File: config.mk
export PLATFORM = sky130hd
export DESIGN_NAME = coh_req_agent
export DESIGN_NICKNAME = d
export VERILOG_FILES = /design/src/rtl/coh_pkg.sv /design/src/rtl/coh_line_store.sv /design/src/rtl/coh_miss_fsm.sv /design/src/rtl/coh_svc_engine.sv /design/src/rtl/coh_req_agent.sv
export SDC_FILE = /design/constraint.sdc
export NUM_CORES = 1
export LEC_CHECK = 0
export CAP_MARGIN = 20
export CORE_ASPECT_RATIO = 0.9
export CORE_UTILIZATION = 50
export DETAILED_ROUTE_END_ITERATION = 6
export PLACE_DENSITY = 0.69
export SYNTH_ARGS = -nofsm -noshare
export SYNTH_HDL_FRONTEND = slang
export SYNTH_HIERARCHICAL = 1
export SYNTH_SLANG_ARGS = --single-unit
File: constraint.sdc
create_clock -name clk -period 13.3 [get_ports clk]
set_input_delay 2.66 -clock clk [delete_from_list [all_inputs] [get_ports clk]]
set_output_delay 2.66 -clock clk [all_outputs]
set_load 0.01 [all_outputs]
File: src/rtl/coh_pkg.sv
package coh_pkg;

  typedef enum logic [3:0] {
    MSG_RD_MISS  = 4'd0,
    MSG_WR_MISS  = 4'd1,
    MSG_DATA_REQ = 4'd2,
    MSG_INV      = 4'd3,
    MSG_INV_ACK  = 4'd4,
    MSG_DATA     = 4'd5,
    MSG_REVISION = 4'd6,
    MSG_GRANT    = 4'd7,
    MSG_OWNER    = 4'd8
  } msg_e;

  typedef enum logic [1:0] {
    LN_I = 2'd0,
    LN_S = 2'd1,
    LN_M = 2'd2
  } ln_e;

endpackage

File: src/rtl/coh_line_store.sv
module coh_line_store #(
  parameter int LINES = 16,
  parameter int DW    = 32
) (
  input  logic                     clk,
  input  logic                     rst_n,
  input  logic                     a_we,
  input  logic [$clog2(LINES)-1:0] a_line,
  input  logic [1:0]               a_state,
  input  logic [DW-1:0]            a_data,
  input  logic                     b_we,
  input  logic [$clog2(LINES)-1:0] b_line,
  input  logic [1:0]               b_state,
  input  logic [$clog2(LINES)-1:0] ra_line,
  output logic [1:0]               ra_state,
  output logic [DW-1:0]            ra_data,
  input  logic [$clog2(LINES)-1:0] rb_line,
  output logic [1:0]               rb_state,
  output logic [DW-1:0]            rb_data,
  input  logic [$clog2(LINES)-1:0] rc_line,
  output logic [1:0]               rc_state,
  output logic [DW-1:0]            rc_data
);
  logic [1:0]    st_q [LINES];
  logic [DW-1:0] dt_q [LINES];

  // port A (miss engine) writes state and data; port B (service) writes
  // state only and is applied last so a downgrade or invalidate wins
  always_ff @(posedge clk) begin
    if (!rst_n) begin
      for (int i = 0; i < LINES; i++) begin
        st_q[i] <= coh_pkg::LN_I;
        dt_q[i] <= '0;
      end
    end else begin
      if (a_we) begin
        st_q[a_line] <= a_state;
        dt_q[a_line] <= a_data;
      end
      if (b_we) st_q[b_line] <= b_state;
    end
  end

  assign ra_state = st_q[ra_line];
  assign ra_data  = dt_q[ra_line];
  assign rb_state = st_q[rb_line];
  assign rb_data  = dt_q[rb_line];
  assign rc_state = st_q[rc_line];
  assign rc_data  = dt_q[rc_line];
endmodule

File: src/rtl/coh_miss_fsm.sv
module coh_miss_fsm
  import coh_pkg::*;
#(
  parameter int NODES   = 4,
  parameter int LINES   = 16,
  parameter int DW      = 32,
  parameter int NODE_ID = 1
) (
  input  logic                     clk,
  input  logic                     rst_n,
  input  logic                     req_valid,
  output logic                     req_ready,
  input  logic                     req_write,
  input  logic [$clog2(LINES)-1:0] req_line,
  input  logic [DW-1:0]            req_wdata,
  input  logic [1:0]               lk_state,
  input  logic [DW-1:0]            lk_data,
  output logic                     cpl_valid,
  output logic [DW-1:0]            cpl_rdata,
  input  logic                     rx_valid,
  input  logic [3:0]               rx_type,
  input  logic [$clog2(LINES)-1:0] rx_line,
  input  logic [DW-1:0]            rx_data,
  input  logic [NODES-1:0]         rx_sharers,
  output logic                     m_valid,
  input  logic                     m_ready,
  output logic [3:0]               m_type,
  output logic [$clog2(NODES)-1:0] m_dst,
  output logic [$clog2(LINES)-1:0] m_line,
  output logic [DW-1:0]            m_data,
  output logic                     st_we,
  output logic [$clog2(LINES)-1:0] st_line,
  output logic [1:0]               st_state,
  output logic [DW-1:0]            st_data
);
  localparam int NW = $clog2(NODES);
  localparam int LW = $clog2(LINES);
  localparam int CW = $clog2(NODES + 1);
  localparam logic [NODES-1:0] SELF = NODES'(1) << NODE_ID;

  typedef enum logic [2:0] {
    F_IDLE, F_SEND_MISS, F_WAIT_HOME, F_SEND_DREQ, F_WAIT_DATA, F_SEND_INV, F_WAIT_ACK
  } fst_e;

  fst_e            st_q;
  logic            cur_write;
  logic [LW-1:0]   cur_line;
  logic [DW-1:0]   cur_wdata;
  logic [NW-1:0]   owner_q;
  logic [NODES-1:0] inv_left;
  logic [CW-1:0]   ack_cnt;
  logic            cpl_q;
  logic [DW-1:0]   cpl_data_q;

  function automatic logic [CW-1:0] popc(input logic [NODES-1:0] v);
    logic [CW-1:0] n;
    n = '0;
    for (int i = 0; i < NODES; i++) n = n + CW'(v[i]);
    return n;
  endfunction

  logic             hit, rx_hit;
  logic             home_data, home_owner, home_grant, own_data, ack_in;
  logic [NODES-1:0] grant_set, inv_onehot, inv_rest;
  logic [NW-1:0]    inv_idx;

  assign hit       = (lk_state == LN_M) || (lk_state == LN_S && !req_write);
  assign rx_hit    = rx_valid && (rx_line == cur_line);
  assign home_data = (st_q == F_WAIT_HOME) && rx_hit && !cur_write && rx_type == MSG_DATA;
  assign home_owner= (st_q == F_WAIT_HOME) && rx_hit && !cur_write && rx_type == MSG_OWNER;
  assign home_grant= (st_q == F_WAIT_HOME) && rx_hit && cur_write && rx_type == MSG_GRANT;
  assign own_data  = (st_q == F_WAIT_DATA) && rx_hit && rx_type == MSG_DATA;
  assign ack_in    = (st_q == F_SEND_INV || st_q == F_WAIT_ACK) && rx_hit &&
                     rx_type == MSG_INV_ACK && ack_cnt != '0;
  assign grant_set = rx_sharers & ~SELF;
  assign inv_onehot= inv_left & (~inv_left + NODES'(1));
  assign inv_rest  = inv_left & ~inv_onehot;

  always_comb begin
    inv_idx = '0;
    for (int i = NODES - 1; i >= 0; i--) if (inv_left[i]) inv_idx = NW'(i);
  end

  always_comb begin
    req_ready = (st_q == F_IDLE);
    m_valid   = 1'b0;
    m_type    = MSG_RD_MISS;
    m_dst     = cur_line[NW-1:0];
    m_line    = cur_line;
    m_data    = '0;
    st_we     = 1'b0;
    st_line   = cur_line;
    st_state  = LN_S;
    st_data   = rx_data;
    case (st_q)
      F_IDLE: if (req_valid && hit && req_write) begin
        st_we    = 1'b1;
        st_line  = req_line;
        st_state = LN_M;
        st_data  = req_wdata;
      end
      F_SEND_MISS: begin
        m_valid = 1'b1;
        m_type  = cur_write ? MSG_WR_MISS : MSG_RD_MISS;
      end
      F_WAIT_HOME: begin
        if (home_data) st_we = 1'b1;
        if (home_grant && grant_set == '0) begin
          st_we    = 1'b1;
          st_state = LN_M;
          st_data  = cur_wdata;
        end
      end
      F_SEND_DREQ: begin
        m_valid = 1'b1;
        m_type  = MSG_DATA_REQ;
        m_dst   = owner_q;
      end
      F_WAIT_DATA: if (own_data) st_we = 1'b1;
      F_SEND_INV: begin
        m_valid = 1'b1;
        m_type  = MSG_INV;
        m_dst   = inv_idx;
      end
      F_WAIT_ACK: if (ack_cnt == '0) begin
        st_we    = 1'b1;
        st_state = LN_M;
        st_data  = cur_wdata;
      end
      default: ;
    endcase
  end

  always_ff @(posedge clk) begin
    if (!rst_n) begin
      st_q       <= F_IDLE;
      cur_write  <= 1'b0;
      cur_line   <= '0;
      cur_wdata  <= '0;
      owner_q    <= '0;
      inv_left   <= '0;
      ack_cnt    <= '0;
      cpl_q      <= 1'b0;
      cpl_data_q <= '0;
    end else begin
      cpl_q <= 1'b0;
      case (st_q)
        F_IDLE: if (req_valid) begin
          cur_line  <= req_line;
          cur_write <= req_write;
          cur_wdata <= req_wdata;
          if (hit) begin
            cpl_q      <= 1'b1;
            cpl_data_q <= req_write ? req_wdata : lk_data;
          end else begin
            st_q <= F_SEND_MISS;
          end
        end
        F_SEND_MISS: if (m_ready) st_q <= F_WAIT_HOME;
        F_WAIT_HOME: begin
          if (home_data) begin
            cpl_q      <= 1'b1;
            cpl_data_q <= rx_data;
            st_q       <= F_IDLE;
          end else if (home_owner) begin
            owner_q <= rx_data[NW-1:0];
            st_q    <= F_SEND_DREQ;
          end else if (home_grant) begin
            inv_left <= grant_set;
            ack_cnt  <= popc(grant_set);
            if (grant_set == '0) begin
              cpl_q      <= 1'b1;
              cpl_data_q <= cur_wdata;
              st_q       <= F_IDLE;
            end else begin
              st_q <= F_SEND_INV;
            end
          end
        end
        F_SEND_DREQ: if (m_ready) st_q <= F_WAIT_DATA;
        F_WAIT_DATA: if (own_data) begin
          cpl_q      <= 1'b1;
          cpl_data_q <= rx_data;
          st_q       <= F_IDLE;
        end
        F_SEND_INV: if (m_ready) begin
          inv_left <= inv_rest;
          if (inv_rest == '0) st_q <= F_WAIT_ACK;
        end
        F_WAIT_ACK: if (ack_cnt == '0) begin
          cpl_q      <= 1'b1;
          cpl_data_q <= cur_wdata;
          st_q       <= F_IDLE;
        end
        default: st_q <= F_IDLE;
      endcase
      if (ack_in) ack_cnt <= ack_cnt - CW'(1);
    end
  end

  assign cpl_valid = cpl_q;
  assign cpl_rdata = cpl_data_q;
endmodule

File: src/rtl/coh_svc_engine.sv
module coh_svc_engine
  import coh_pkg::*;
#(
  parameter int NODES = 4,
  parameter int LINES = 16,
  parameter int DW    = 32
) (
  input  logic                     clk,
  input  logic                     rst_n,
  input  logic                     in_valid,
  output logic                     in_ready,
  input  logic [3:0]               in_type,
  input  logic [$clog2(NODES)-1:0] in_src,
  input  logic [$clog2(LINES)-1:0] in_line,
  input  logic [1:0]               ln_state,
  input  logic [DW-1:0]            ln_data,
  output logic                     sv_we,
  output logic [$clog2(LINES)-1:0] sv_line,
  output logic [1:0]               sv_state,
  output logic                     s_valid,
  input  logic                     s_ready,
  output logic [3:0]               s_type,
  output logic [$clog2(NODES)-1:0] s_dst,
  output logic [$clog2(LINES)-1:0] s_line,
  output logic [DW-1:0]            s_data
);
  localparam int NW = $clog2(NODES);
  localparam int LW = $clog2(LINES);

  typedef enum logic [1:0] {S_IDLE, S_ACK, S_DATA, S_REV} sst_e;

  sst_e          st_q;
  logic [NW-1:0] src_q;
  logic [LW-1:0] line_q;
  logic [DW-1:0] data_q;
  logic          take, is_inv;

  assign in_ready = (st_q == S_IDLE);
  assign take     = in_valid && in_ready;
  assign is_inv   = (in_type == MSG_INV);

  assign sv_we    = take && (is_inv || ln_state == LN_M);
  assign sv_line  = in_line;
  assign sv_state = is_inv ? LN_I : LN_S;

  always_comb begin
    s_valid = (st_q != S_IDLE);
    s_line  = line_q;
    s_data  = data_q;
    s_dst   = src_q;
    s_type  = MSG_DATA;
    case (st_q)
      S_ACK: s_type = MSG_INV_ACK;
      S_REV: begin
        s_type = MSG_REVISION;
        s_dst  = line_q[NW-1:0];
      end
      default: ;
    endcase
  end

  always_ff @(posedge clk) begin
    if (!rst_n) begin
      st_q   <= S_IDLE;
      src_q  <= '0;
      line_q <= '0;
      data_q <= '0;
    end else begin
      case (st_q)
        S_IDLE: if (take) begin
          src_q  <= in_src;
          line_q <= in_line;
          data_q <= ln_data;
          st_q   <= is_inv ? S_ACK : S_DATA;
        end
        S_ACK:  if (s_ready) st_q <= S_IDLE;
        S_DATA: if (s_ready) st_q <= S_REV;
        S_REV:  if (s_ready) st_q <= S_IDLE;
        default: st_q <= S_IDLE;
      endcase
    end
  end
endmodule

File: src/rtl/coh_req_agent.sv
module coh_req_agent
  import coh_pkg::*;
#(
  parameter int NODES   = 4,
  parameter int LINES   = 16,
  parameter int DW      = 32,
  parameter int NODE_ID = 1
) (
  input  logic                     clk,
  input  logic                     rst_n,
  input  logic                     req_valid,
  output logic                     req_ready,
  input  logic                     req_write,
  input  logic [$clog2(LINES)-1:0] req_line,
  input  logic [DW-1:0]            req_wdata,
  output logic                     cpl_valid,
  output logic [DW-1:0]            cpl_rdata,
  input  logic                     rx_valid,
  output logic                     rx_ready,
  input  logic [3:0]               rx_type,
  input  logic [$clog2(NODES)-1:0] rx_src,
  input  logic [$clog2(LINES)-1:0] rx_line,
  input  logic [DW-1:0]            rx_data,
  input  logic [NODES-1:0]         rx_sharers,
  output logic                     tx_valid,
  input  logic                     tx_ready,
  output logic [3:0]               tx_type,
  output logic [$clog2(NODES)-1:0] tx_dst,
  output logic [$clog2(LINES)-1:0] tx_line,
  output logic [DW-1:0]            tx_data,
  input  logic [$clog2(LINES)-1:0] probe_line,
  output logic [1:0]               probe_state,
  output logic [DW-1:0]            probe_data
);
  localparam int NW = $clog2(NODES);
  localparam int LW = $clog2(LINES);

  logic          rx_is_svc, svc_in_valid, svc_in_ready, fsm_rx_valid;
  logic [1:0]    lk_state, sv_ln_state;
  logic [DW-1:0] lk_data, sv_ln_data;
  logic          st_we, sv_we;
  logic [LW-1:0] st_line, sv_line;
  logic [1:0]    st_state, sv_state;
  logic [DW-1:0] st_data;

  logic          m_valid, m_ready, s_valid, s_ready;
  logic [3:0]    m_type, s_type;
  logic [NW-1:0] m_dst, s_dst;
  logic [LW-1:0] m_line, s_line;
  logic [DW-1:0] m_data, s_data;

  // requests from other nodes go to the service engine; replies to this
  // node's own miss are always taken by the miss engine
  assign rx_is_svc    = (rx_type == MSG_DATA_REQ) || (rx_type == MSG_INV);
  assign svc_in_valid = rx_valid && rx_is_svc;
  assign fsm_rx_valid = rx_valid && !rx_is_svc;
  assign rx_ready     = rx_is_svc ? svc_in_ready : 1'b1;

  coh_line_store #(.LINES(LINES), .DW(DW)) u_store (
    .clk(clk), .rst_n(rst_n),
    .a_we(st_we), .a_line(st_line), .a_state(st_state), .a_data(st_data),
    .b_we(sv_we), .b_line(sv_line), .b_state(sv_state),
    .ra_line(req_line), .ra_state(lk_state), .ra_data(lk_data),
    .rb_line(rx_line), .rb_state(sv_ln_state), .rb_data(sv_ln_data),
    .rc_line(probe_line), .rc_state(probe_state), .rc_data(probe_data)
  );

  coh_miss_fsm #(.NODES(NODES), .LINES(LINES), .DW(DW), .NODE_ID(NODE_ID)) u_miss (
    .clk(clk), .rst_n(rst_n),
    .req_valid(req_valid), .req_ready(req_ready), .req_write(req_write),
    .req_line(req_line), .req_wdata(req_wdata),
    .lk_state(lk_state), .lk_data(lk_data),
    .cpl_valid(cpl_valid), .cpl_rdata(cpl_rdata),
    .rx_valid(fsm_rx_valid), .rx_type(rx_type), .rx_line(rx_line),
    .rx_data(rx_data), .rx_sharers(rx_sharers),
    .m_valid(m_valid), .m_ready(m_ready), .m_type(m_type), .m_dst(m_dst),
    .m_line(m_line), .m_data(m_data),
    .st_we(st_we), .st_line(st_line), .st_state(st_state), .st_data(st_data)
  );

  coh_svc_engine #(.NODES(NODES), .LINES(LINES), .DW(DW)) u_svc (
    .clk(clk), .rst_n(rst_n),
    .in_valid(svc_in_valid), .in_ready(svc_in_ready), .in_type(rx_type),
    .in_src(rx_src), .in_line(rx_line),
    .ln_state(sv_ln_state), .ln_data(sv_ln_data),
    .sv_we(sv_we), .sv_line(sv_line), .sv_state(sv_state),
    .s_valid(s_valid), .s_ready(s_ready), .s_type(s_type), .s_dst(s_dst),
    .s_line(s_line), .s_data(s_data)
  );

  // transmit arbiter: service replies first, but an offer that has been
  // stalled keeps the port until it is taken
  logic lock_q, lock_svc_q, sel_svc;

  assign sel_svc  = lock_q ? lock_svc_q : s_valid;
  assign tx_valid = sel_svc ? s_valid : m_valid;
  assign tx_type  = sel_svc ? s_type  : m_type;
  assign tx_dst   = sel_svc ? s_dst   : m_dst;
  assign tx_line  = sel_svc ? s_line  : m_line;
  assign tx_data  = sel_svc ? s_data  : m_data;
  assign s_ready  = sel_svc && tx_ready;
  assign m_ready  = !sel_svc && tx_ready;

  always_ff @(posedge clk) begin
    if (!rst_n) begin
      lock_q     <= 1'b0;
      lock_svc_q <= 1'b0;
    end else begin
      lock_q     <= tx_valid && !tx_ready;
      lock_svc_q <= sel_svc;
    end
  end
endmodule

==> flow_summary.yaml <==
timing:
  relSlewSlack_pct: 21.4
  maxSlewViolCount: 0
  setup_viol: 0
  hold_viol_final: 0
  min_period_over_period_pct: 70.2
  clock_skew_ns: 0.0345
  timing.fmax_ghz: 0.107
  tns_ns: 0
  grt_setup_unrepaired: "no"
  tightestPinTransition_ns: 1.18
  fin_crit_ns: 9.34
placed_design:
  placed_area_mm2: 0.0437
  hpwlAfterDp_um: 81500
  portBuffers: 201
  gp_congestion: 0.914
power_and_ir_drop:
  pwr-share-seq_pct: 39.4
  powerDensity_mw_per_mm2: 137
  p_int_w: 0.00429
  peakVddDrop_mv: 0.103
  sw_frac_of_total_pct: 32.5
  p_sw_w: 0.00206
  pwr-share-comb_pct: 27.2
  report.power.total_w: 0.00635
  p_leak_nw: 17.6
  p_clk_share_pct: 33.4
cts:
  cts_buffer_depth: 3
  numCtsBuffers: 76
  insertion_delay_ns: 0.64
  h-tree-depth: 3
  cts_tree: "yes"
  clkTransAtPathRegs_ns: 0.06
  cts_resized: 0
  cts_sinks: 668
  hold_buffers: 0
  cts_root_buffer: "clkbuf_16"
  cts_setup_buffers: 0
yosys:
  ys_seq_elements: 668
  yosysSeqAreaShare_pct: 45.5
  yosysWarnings: 6
  postSynthCellCount: 3252
  async_flop_share_pct: 0
  ys_types: 79
  syn_area_per_cell_um2: 12.7
  syn_area_mm2: 0.0413
  synth_flop_cell: "edfxtp_1"
  synth_edf_count: 544
setup_path:
  crit_type: "primary input to flop"
  cp.arrival_ns: 9.83
  start_kind: "primary input"
  cpPeakStageDelay_ns: 0.93
  crit_top_cell: "buf_4"
  cp_num_buf_inv: 6
  path_cells: "clkdlybuf4s50_1, nor2b_4, buf_4, a22oi_1, nand2_1, nor2b_1, and4_1, a31oi_1, a21oi_4, buf_4, inv_1, o21ai_0, and4b_2, buf_4, nor2b_2, buf_4, and2_1"
  cp_slowest_cell: "nor2b_2"
  crit_fanout: 63
  crit_required_ns: 13.79
  critPathTopFamily: "buffers and inverters"
  critPathCaptureType: "flop"
finish:
  fin_nets: 3350
  multi_input_area_mm2: 0.0206
  fillCellCount: 6439
  area_delta_synth_final_pct: 11.8
  postLayoutCellArea_mm2: 0.0462
  layout.area.seq_mm2: 0.0188
  utilization_pct: 56.7
  drive_above_1_share_pct: 22.6
routing:
  vias: 31800
  route.detailed.drc: 0
  post_drt_via_cell_ratio: 7.25
  wl_per_cell_um: 32.6
  drt-total-wl_um: 143000
  drtIter0Drc: 5134
  drt-pass1-iter-count: 6
  drtAntennaViolNets: 0
grt:
  grt_max_degree: 102
  grt_pass1_wl_um: 206000
  overflow: 0
  antenna_found_initial: 7
  grtUsageTotal_pct: 33.7
  grt_pass1_vias: 31300
die:
  dieArea_mm2: 0.0838
  initial_core_util_pct: 50.7
  die_y_um: 275
  coreArea_mm2: 0.0815
  fp-row-count: 99
  io_pins: 204
  die_w_um: 305
worst_hold_path:
  hold_path.class: "flop to flop"
run_status:
  status: "finished clean"
flow_run:
  maxCapViolations: 0
## final cells by class
cell class	count	area share (%)
Tap cell	1060	2.87
Timing Repair Buffer	298	6.05
Clock inverter	35	0.750
Multi-Input combinational cell	2159	44.6
Sequential cell	668	40.7
Clock buffer	104	4.61
Inverter	52	0.422
Antenna cell	3	0.0162
## power by group through the flow
| stage | registers, W | clock network (W) | logic (W) |
|---|---|---|---|
| floorplan | 0.00252 | 0 | 0.00102 |
| global placement | 0.00253 | 0 | 0.00163 |
| detailed placement | 0.00254 | 0 | 0.00166 |
| CTS | 0.00250 | 0.00213 | 0.00167 |
| global route | 0.00252 | 0.00221 | 0.00178 |
| finish | 0.00250 | 0.00212 | 0.00173 |
## metrics by stage
step           hold WS [ns]  instances  setup slack (ns)
2_1_floorplan         0.428       3286              6.53
3_3_place_gp          0.435       4232              3.85
3_5_place_dp          0.443       4235              3.71
4_1_cts               0.450       4374              4.36
5_1_grt               0.464       4378              3.87
6_report              0.453       4379              3.96
## worst min-delay path, cell delays in order (launching register included)
cell     delay (ns)
dfxtp_1        0.31
nand2_1        0.05
o21ai_1        0.05
## kinds of logic (layout without fill, tap and decap cells)
| family | after synthesis | count (layout) | share of synthesized area (%) |
|---|---|---|---|
| mux | 515 | 515 | 25.3 |
| fa+ha+maj | 4 | 4 | 0.133 |
| other cells | 3 | 40 | 0.0272 |
| compound gates | 571 | 571 | 9.75 |
| flops | 668 | 668 | 45.5 |
| xor+xnor | 2 | 2 | 0.0424 |
| buf+inv | 459 | 489 | 5.40 |
| simple gates | 1030 | 1030 | 13.8 |
## worst paths after layout
check                               startpoint                               end  slack (ns)  depth (start not counted)
setup / recovery                   req_line[3]  u_store/dt_q[7][0]$_SDFFCE_PN0P_        3.96                         17
setup reg to reg   u_miss/st_q[1]$_SDFFE_PN0P_  u_store/dt_q[7][0]$_SDFFCE_PN0P_        6.45                         13
hold reg to reg   u_svc/s_data[4]$_SDFFE_PN0P_      u_svc/s_data[4]$_SDFFE_PN0P_        0.45                          2
hold / removal    u_svc/s_data[4]$_SDFFE_PN0P_      u_svc/s_data[4]$_SDFFE_PN0P_        0.45                          2
## flip-flops by register name (all words and copies together) (netlist names), 3 cells and up
signal / flops
u_svc/s_line: 4
u_miss/st_q: 3
u_miss/m_line: 4
u_store/st_q: 32
u_store/dt_q: 512
u_miss/inv_left: 4
u_miss/ack_cnt: 3
u_svc/s_data: 32
u_miss/cpl_rdata: 32
u_miss/cur_wdata: 32
## cells in the mapped netlist (all sizes together) (49+ instances only)
cell | number | share of area (%)
edfxtp | 544 | 40
mux4 | 408 | 22
and3 | 388 | 5.9
nand2 | 287 | 2.6
clkbuf | 247 | 2.3
a22oi | 236 | 4.3
buf | 160 | 2.7
and2 | 135 | 2.0
dfxtp | 124 | 6.0
o21ai | 114 | 1.4
a21oi | 73 | 0.89
mux2i | 58 | 1.4
inv | 52 | 0.47
nor2 | 52 | 0.48
nand3 | 51 | 0.66
mux2 | 49 | 1.7
## per-layer routing
metal | track usage, % | part of all wire, %
met1 | 43.8 | 35
met2 | 51.7 | 45
met3 | 10.9 | 16
met4 | 15.3 | 4.7
met5 | 0 | 0.022
## layout by cell type, fill, tap and decap left out, types with 5 or more instances in the layout
master	n
and3_1	388
a22oi_1	236
nor3b_1	5
nand3_1	49
nand2_1	270
clkdlybuf4s50_1	193
mux2_4	37
mux4_2	408
clkinv_2	8
nor2_1	45
o22ai_1	13
o21ai_1	5
o22ai_2	20
and2_1	132
dfxtp_1	123
clkinv_1	15
buf_4	92
a31oi_1	9
bufinv_16	6
a211oi_1	25
conb_1	37
a311oi_1	8
mux2i_1	57
nor2b_1	28
a21oi_1	72
clkbuf_16	80
edfxtp_1	544
nor2b_4	8
o2bb2ai_1	32
o21ai_0	109
clkbuf_8	6
nand3b_1	24
nand2_2	17
clkbuf_1	20
nand2b_1	11
nor2_4	5
a221o_1	22
mux2_2	12
nand4_1	9
inv_1	51
Power figures use the tool's default switching activity.
